### config.mk
export PLATFORM = sky130hd
export DESIGN_NAME = serial_audio_tx
export DESIGN_NICKNAME = d
export VERILOG_FILES = /design/src/rtl/satx_pkg.sv /design/src/rtl/satx_fifo.sv /design/src/rtl/satx_bitclk.sv /design/src/rtl/satx_chanmap.sv /design/src/rtl/serial_audio_tx.sv
export SDC_FILE = /design/constraint.sdc
export NUM_CORES = 1
export LEC_CHECK = 0
export BUFFER_PORTS_ARGS = -buffer_cell sky130_fd_sc_hd__buf_2
export CAP_MARGIN = 20
export CORE_MARGIN = 1.5
export CORE_UTILIZATION = 50
export CTS_BUF_LIST = sky130_fd_sc_hd__clkbuf_4
export CTS_CLUSTER_SIZE = 14
export DETAILED_ROUTE_END_ITERATION = 8
export PLACE_DENSITY = 0.74
export REMOVE_ABC_BUFFERS = 1
export SYNTH_ARGS = -nofsm -noshare
export SYNTH_HDL_FRONTEND = slang
export SYNTH_HIERARCHICAL = 1
export SYNTH_SLANG_ARGS = --single-unit
### constraint.sdc
create_clock -name clk -period 7.7 [get_ports clk]
set_input_delay 0.77 -clock clk [delete_from_list [all_inputs] [get_ports clk]]
set_output_delay 0.77 -clock clk [all_outputs]
set_load 0.01 [all_outputs]
### src/rtl/satx_pkg.sv
package satx_pkg;
   typedef enum logic [1:0] {
      MAP_STEREO    = 2'd0,
      MAP_MONO_LEFT = 2'd1,
      MAP_MONO_DUP  = 2'd2,
      MAP_DOWNMIX   = 2'd3
   } chan_map_e;
endpackage

### src/rtl/satx_fifo.sv
module satx_fifo #(
   parameter int W     = 32,
   parameter int DEPTH = 8
) (
   input  logic         clk,
   input  logic         rst_n,
   input  logic         wr_en,
   input  logic [W-1:0] wr_data,
   input  logic         rd_en,
   output logic [W-1:0] rd_data,
   output logic         empty,
   output logic         full
);
   localparam int AW = (DEPTH > 1) ? $clog2(DEPTH) : 1;

   logic [W-1:0] mem [DEPTH];
   logic [AW-1:0] wp, rp;
   logic [AW:0]   cnt;
   logic          wr_ok, rd_ok;

   assign empty = (cnt == '0);
   assign full  = (cnt == (AW+1)'(DEPTH));
   assign wr_ok = wr_en && !full;
   assign rd_ok = rd_en && !empty;
   assign rd_data = mem[rp];

   always_ff @(posedge clk) begin
      if (wr_ok) mem[wp] <= wr_data;
   end

   always_ff @(posedge clk or negedge rst_n) begin
      if (!rst_n) begin
         wp  <= '0;
         rp  <= '0;
         cnt <= '0;
      end else begin
         if (wr_ok) wp <= (wp == AW'(DEPTH-1)) ? '0 : wp + 1'b1;
         if (rd_ok) rp <= (rp == AW'(DEPTH-1)) ? '0 : rp + 1'b1;
         cnt <= cnt + (AW+1)'(wr_ok) - (AW+1)'(rd_ok);
      end
   end


   level_bound_chk: assert property (@(posedge clk) disable iff (!rst_n)
      cnt <= (AW+1)'(DEPTH));


   full_drop_chk: assert property (@(posedge clk) disable iff (!rst_n)
      (wr_en && full && !rd_en) |=> (cnt == $past(cnt)));
endmodule

### src/rtl/satx_bitclk.sv
module satx_bitclk #(
   parameter int HALF_DIV = 2
) (
   input  logic clk,
   input  logic rst_n,
   input  logic run,
   input  logic master,
   input  logic invert,
   input  logic sck_in,
   output logic sck_int,
   output logic fall_ev,
   output logic rise_ev
);
   localparam int CW = (HALF_DIV > 1) ? $clog2(HALF_DIV) : 1;

   logic tick, msck;
   logic s1, s2, s3;

   generate
      if (HALF_DIV == 1) begin : g_nodiv
         assign tick = 1'b1;
      end else begin : g_div
         logic [CW-1:0] cnt;
         always_ff @(posedge clk or negedge rst_n) begin
            if (!rst_n)                       cnt <= '0;
            else if (!run)                    cnt <= '0;
            else if (cnt == CW'(HALF_DIV-1))  cnt <= '0;
            else                              cnt <= cnt + 1'b1;
         end
         assign tick = (cnt == CW'(HALF_DIV-1));
      end
   endgenerate

   always_ff @(posedge clk or negedge rst_n) begin
      if (!rst_n) begin
         msck <= 1'b0;
         s1 <= 1'b0;
         s2 <= 1'b0;
         s3 <= 1'b0;
      end else begin
         if (!run)      msck <= 1'b0;
         else if (tick) msck <= ~msck;
         s1 <= sck_in ^ invert;
         s2 <= s1;
         s3 <= s2;
      end
   end

   assign sck_int = master ? msck : s2;
   assign fall_ev = run && (master ? (tick && msck)  : (s3 && !s2));
   assign rise_ev = run && (master ? (tick && !msck) : (!s3 && s2));
endmodule

### src/rtl/satx_chanmap.sv
module satx_chanmap
   import satx_pkg::*;
#(
   parameter int SW = 16
) (
   input  chan_map_e       mode,
   input  logic [2*SW-1:0] word,
   input  logic            have_word,
   input  logic [SW-1:0]   spare,
   input  logic            spare_vld,
   output logic [SW-1:0]   left,
   output logic [SW-1:0]   right,
   output logic            pop,
   output logic            take_spare,
   output logic            load_spare,
   output logic            starve
);
   logic [SW-1:0] lo, hi, mono;
   logic [SW:0]   sum;

   assign lo   = word[SW-1:0];
   assign hi   = word[2*SW-1:SW];
   assign sum  = {lo[SW-1], lo} + {hi[SW-1], hi};
   assign mono = spare_vld ? spare : lo;

   always_comb begin
      left = '0;
      right = '0;
      pop = 1'b0;
      take_spare = 1'b0;
      load_spare = 1'b0;
      starve = 1'b0;
      unique case (mode)
         MAP_STEREO: begin
            starve = !have_word;
            pop    = have_word;
            left   = lo;
            right  = hi;
         end
         MAP_MONO_LEFT, MAP_MONO_DUP: begin
            starve     = !spare_vld && !have_word;
            take_spare = spare_vld;
            pop        = !spare_vld && have_word;
            load_spare = !spare_vld && have_word;
            left       = mono;
            right      = (mode == MAP_MONO_DUP) ? mono : '0;
         end
         default: begin
            starve = !have_word;
            pop    = have_word;
            left   = sum[SW:1];
            right  = sum[SW:1];
         end
      endcase
      if (starve) begin
         left  = '0;
         right = '0;
      end
   end
endmodule

### src/rtl/serial_audio_tx.sv
module serial_audio_tx
   import satx_pkg::*;
#(
   parameter int SW         = 16,
   parameter int FIFO_DEPTH = 8,
   parameter int HALF_DIV   = 2,
   parameter int LEN_BITS   = 5
) (
   input  logic                clk,
   input  logic                rst_n,
   input  logic                enable,
   input  logic                tx_off,
   input  logic                master,
   input  logic                bck_invert,
   input  logic                late_start,
   input  logic                half_shift,
   input  logic                lsb_first,
   input  logic [LEN_BITS-1:0] half_len_sel,
   input  logic [1:0]          chan_mode,
   input  logic                wr_valid,
   input  logic [2*SW-1:0]     wr_word,
   output logic                fifo_full,
   input  logic                sck_in,
   input  logic                ws_in,
   output logic                sck_out,
   output logic                ws_out,
   output logic                sd_out,
   output logic                underflow
);
   localparam int WW = 2 * SW;
   localparam int KW = $clog2(SW + (1 << LEN_BITS));
   localparam int PW = $clog2(SW);

   generate
      if (SW < 2 || (FIFO_DEPTH & (FIFO_DEPTH - 1)) != 0 || HALF_DIV < 1) begin : g_bad_param
         $error("serial_audio_tx: unsupported parameter set");
      end
   endgenerate

   logic          fall_ev, rise_ev, sck_int;
   logic [WW-1:0] rd_word;
   logic          fifo_empty, rd_en;
   logic [SW-1:0] map_l, map_r;
   logic          pop, take_spare, load_spare, starve;

   logic [KW-1:0] k, k_n, half_len, last, idx;
   logic          ws, ws_n, wrap, frame_start;
   logic [SW-1:0] lq, rq, spare, cur, cur_n;
   logic          spare_vld, sd_q, sd_late, uf_q;
   logic          in_rng, spill_n, bit_n;
   logic [PW-1:0] pos;

   satx_bitclk #(.HALF_DIV(HALF_DIV)) u_clk (
      .clk(clk), .rst_n(rst_n), .run(enable), .master(master),
      .invert(bck_invert), .sck_in(sck_in), .sck_int(sck_int),
      .fall_ev(fall_ev), .rise_ev(rise_ev));

   satx_fifo #(.W(WW), .DEPTH(FIFO_DEPTH)) u_fifo (
      .clk(clk), .rst_n(rst_n), .wr_en(wr_valid), .wr_data(wr_word),
      .rd_en(rd_en), .rd_data(rd_word), .empty(fifo_empty), .full(fifo_full));

   satx_chanmap #(.SW(SW)) u_map (
      .mode(chan_map_e'(chan_mode)), .word(rd_word), .have_word(!fifo_empty),
      .spare(spare), .spare_vld(spare_vld), .left(map_l), .right(map_r),
      .pop(pop), .take_spare(take_spare), .load_spare(load_spare), .starve(starve));

   // framing position for the slot that starts at the next falling edge
   assign half_len = KW'(SW) + KW'(half_len_sel);
   assign last     = half_len - 1'b1;

   always_comb begin
      if (master) begin
         wrap = (k >= last);
         ws_n = wrap ? ~ws : ws;
         k_n  = wrap ? '0 : k + 1'b1;
      end else begin
         wrap = (ws_in != ws);
         ws_n = ws_in;
         k_n  = wrap ? '0 : ((&k) ? k : k + 1'b1);
      end
   end

   assign frame_start = fall_ev && wrap && !ws_n;
   assign rd_en       = frame_start && pop;

   // data bit for the coming slot
   assign cur     = ws ? rq : lq;
   assign cur_n   = ws_n ? (frame_start ? map_r : rq) : (frame_start ? map_l : lq);
   assign spill_n = lsb_first ? cur[SW-1] : cur[0];
   assign idx     = k_n - KW'(late_start);
   assign in_rng  = (k_n >= KW'(late_start)) && (idx < KW'(SW));
   assign pos     = lsb_first ? idx[PW-1:0] : PW'(SW - 1) - idx[PW-1:0];

   always_comb begin
      if (in_rng)
         bit_n = cur_n[pos];
      else if (late_start && k_n == '0 && half_len == KW'(SW))
         bit_n = spill_n;
      else
         bit_n = 1'b0;
   end

   always_ff @(posedge clk or negedge rst_n) begin
      if (!rst_n) begin
         k <= '1;
         ws <= 1'b1;
         lq <= '0;
         rq <= '0;
         spare <= '0;
         spare_vld <= 1'b0;
         sd_q <= 1'b0;
         sd_late <= 1'b0;
         uf_q <= 1'b0;
      end else begin
         uf_q <= 1'b0;
         if (!enable) begin
            k <= last;
            ws <= 1'b1;
            lq <= '0;
            rq <= '0;
            spare_vld <= 1'b0;
            sd_q <= 1'b0;
            sd_late <= 1'b0;
         end else begin
            if (fall_ev) begin
               k <= k_n;
               ws <= ws_n;
               sd_q <= bit_n;
               if (frame_start) begin
                  lq <= map_l;
                  rq <= map_r;
                  uf_q <= starve;
                  if (take_spare) spare_vld <= 1'b0;
                  else if (load_spare) begin
                     spare <= rd_word[WW-1:SW];
                     spare_vld <= 1'b1;
                  end
               end
            end
            if (rise_ev) sd_late <= sd_q;
         end
      end
   end

   assign sd_out    = tx_off ? 1'b0 : (half_shift ? sd_late : sd_q);
   assign sck_out   = master ? (sck_int ^ bck_invert) : 1'b0;
   assign ws_out    = (master && enable) ? ws : 1'b0;
   assign underflow = uf_q;


   ws_edge_chk: assert property (@(posedge clk) disable iff (!rst_n)
      (enable && $past(enable) && master && (ws != $past(ws))) |-> ($past(sck_int) && !sck_int));


   slot_bound_chk: assert property (@(posedge clk) disable iff (!rst_n)
      (enable && $past(enable) && master && $stable(half_len_sel)) |-> (k <= last));


   starve_chk: assert property (@(posedge clk) disable iff (!rst_n)
      underflow |-> $past(fifo_empty));
endmodule

==> qor.txt <==
Switching Fraction -> 35.90%
Yosys Warn Count -> 6
WP data required -> 8.27 ns
DIE AREA -> 0.03241 mm²
Input/output buffers -> 55
DRT antenna net count -> 0
Initial Util -> 50.96%
Drt total wl -> 33.00 mm
Mapped Area -> 0.01567 mm²
Psw -> 2.238 mW
Count leader, synth -> edfxtp_1
Root Driver -> clkbuf_4
Worst Tran Pin Value -> 1.063 ns
Post-CTS Resized -> 0
Ys async rst share -> 22.42%
Reg-to-Reg End -> sd_q$_DFFE_PN0P_
Cells after Synth -> 1071
GRT Util Overall -> 20.70%
Crit Reg-Reg Startpoint -> u_fifo/rp[0]$_DFFE_PN0P_
Combinational Power Share -> 39.1%
Synth Area per Inst -> 14.63 µm²
Post-synth top cells -> 256 x edfxtp_1, 92 x nand2_1, 69 x a21oi_1
Num CTS Buffers -> 85
R2R Setup Slk -> 2.63 ns
Die width -> 180.0 µm
Clk_lat worst skew -> 0.73 ns
Fill cells -> 2482
P_leak -> 6.239 nW
First-pass GRT wire length -> 52.22 mm
Hold-fix buffers, CTS -> 0
Clock group share of total power -> 23.0%
Worst r2r path cells -> 15
Main synth FF type -> edfxtp_1
Status -> complete, but fails checks
Clock sink count -> 330
Initial antenna violation count -> 2
RSZ-0062 raised after global routing -> false
Final setup margin -> 2.629 ns
WS Path Type -> register to register
Final setup violation count -> 0
Pint -> 3.996 mW
Post-layout min period -> 5.071 ns
CORE AREA -> 0.03075 mm²
Max H-tree Level -> 3
Final critical-path share of the clock period -> 65.85%
Hpwl dp -> 19.62 mm
Vias post-DR -> 9583
Final Non-Filler Cells -> 1629
# nets final -> 1262
Worst Clk Skew -> 0.06435 ns
DRC viols -> 3
Worst Path Arrival -> 5.64 ns
Initial drt markers -> 822
Yosys cell types -> 80
FMAX -> 0.1972 GHz
Largest net degree at the start of global routing -> 75
Placer Congestion -> 0.9009
Post-synth EDFFs -> 256
Drt pass-1 iters -> 9
Max Cap Viol -> 0
Sequential power share -> 37.9%
Max-slew violations -> 0
Placed Cells -> 1480
Hold crit path type -> primary input to asynchronous set/reset pin
Post-CTS Setup Repair Bufs -> 0
Synth Register Bits -> 330
Critical Path End Type -> register
Register area -> 0.009553 mm²
Share of the synthesized area in the top cell type -> 49.05%
Syn-to-layout area delta -> 10.85%
Startpoint Class -> register
Area leader, netlist -> edfxtp_1
Vias per cell -> 5.883
Register area share after synthesis -> 60.93%
Share of cells above drive strength 1 -> 29.89%
Die Y -> 180.0 µm
Setup TNS -> 0 ns
Worst VDD drop -> 0.1666 mV
Worst slack, placed -> 2.691 ns
Final Hold Fails -> 0
Pwr per Cell Area -> 358.8 mW/mm²
Clock-pin slew on the worst setup and hold paths -> 0.07 ns
Clk buf depth -> 3
Ranking of synthesized cells by area -> edfxtp_1 49%, dfrtp_1 11%, mux4_2 8.9%
CP Max Fanout -> 50
Failing checks -> DRC
Vias in the first global route -> 9566
# IOs -> 56
Row count -> 64
Slew Limit Headroom -> 29.03%
CTS tree -> yes
Total congestion overflow -> 0
Area of the multi-input gates -> 0.005798 mm²
DR WL/cell -> 20.26 µm
## layout make-up
type | count | share of cell area (%)
Clock inverter | 24 | 0.7131
Multi-Input combinational cell | 662 | 33.38
Clock buffer | 123 | 5.315
Tap cell | 396 | 2.852
Antenna cell | 2 | 0.02881
Inverter | 22 | 0.4754
Sequential cell | 330 | 54.99
Timing Repair Buffer | 70 | 2.247
## registers in the layout (all words and copies together) (netlist names)
name	count
rq	16
u_clk/s2	1
k	6
sd_late	1
u_clk/s3	1
u_clk/msck	1
u_fifo/rp	3
underflow	1
spare_vld	1
sd_q	1
ws	1
u_fifo/wp	3
u_clk/g_div.cnt	1
u_clk/s1	1
spare	16
lq	16
u_fifo/mem	256
u_fifo/cnt	4
## stage by stage
step	cell area (µm²)	power, mW	hold slack (ns)	util, %
detailed placement	16320	4.806	0.3425	53.07
global placement	16320	4.755	0.3488	53.07
CTS	17370	6.264	0.2234	56.48
floorplan	15380	4.211	0.3312	-
finish	17370	6.233	0.2228	56.49
global route	17370	6.618	0.2376	56.49
## worst max-delay path, cell delays in order (launching register included)
cell	delay, ns
dfrtp_4	1.04
buf_4	0.47
mux4_2	0.54
mux2_2	0.30
ha_1	0.35
a21oi_1	0.21
a21o_1	0.21
a31oi_1	0.14
or3_1	0.34
a21oi_1	0.20
nor3_1	0.09
mux2i_1	0.26
a211oi_1	0.12
nor4bb_1	0.37
a211o_1	0.15
o21bai_1	0.07
## cells by family (layout without fill, tap and decap cells)
logic type      after synthesis  count (layout)  synth area share [%]
flops                       330             330                 60.93
other cells                   0               2                     0
mux                         152             152                 15.50
fa+ha+maj                    40              40                 3.289
xor+xnor                     27              27                 1.557
compound gates              187             187                 8.216
buf+inv                      79             239                 2.387
simple gates                256             256                 8.120
## worst max path at each step
stage	startpoint	endpoint	depth (start not counted)
6_report	u_fifo/rp[0]$_DFFE_PN0P_	sd_q$_DFFE_PN0P_	15
3_3_place_gp	u_fifo/rp[0]$_DFFE_PN0P_	sd_q$_DFFE_PN0P_	15
4_1_cts	u_fifo/rp[0]$_DFFE_PN0P_	sd_q$_DFFE_PN0P_	15
3_5_place_dp	u_fifo/rp[0]$_DFFE_PN0P_	sd_q$_DFFE_PN0P_	15
5_1_grt	u_fifo/rp[0]$_DFFE_PN0P_	sd_q$_DFFE_PN0P_	15
2_1_floorplan	u_fifo/rp[0]$_DFFE_PN0P_	sd_q$_DFFE_PN0P_	14
## routing by layer
layer	vias up	routed length (µm)	track usage (%)
li1	4431	-	-
met5	-	0	0
met2	325	15740	32.82
met4	0	801	8.202
met3	65	2023	4.345
met1	4762	14430	28.23
## cell usage in the layout, fill, tap and decap left out, drive strengths merged, types with 19 or more instances in the layout
master  netlist  routed
ha           38      38
buf          28      70
mux2i        20      20
inv          22      25
nand2        92      92
nor3         19      19
clkinv        0      20
edfxtp      256     256
mux2         67      67
clkbuf       29     123
o21ai        30      30
nor2         48      48
mux4         65      65
a21oi        71      71
nand3        25      25
dfrtp        67      67
## power by group through the flow
| stage | Combinational [mW] | Sequential, mW | Clock, mW |
|---|---|---|---|
| after global placement | 2.36 | 2.39 | 0 |
| after global routing | 2.65 | 2.40 | 1.57 |
| after detailed placement | 2.40 | 2.41 | 0 |
| after floorplan | 1.81 | 2.40 | 0 |
| final | 2.44 | 2.36 | 1.43 |
| after CTS | 2.42 | 2.37 | 1.48 |
(Power assumes the default switching activity.)
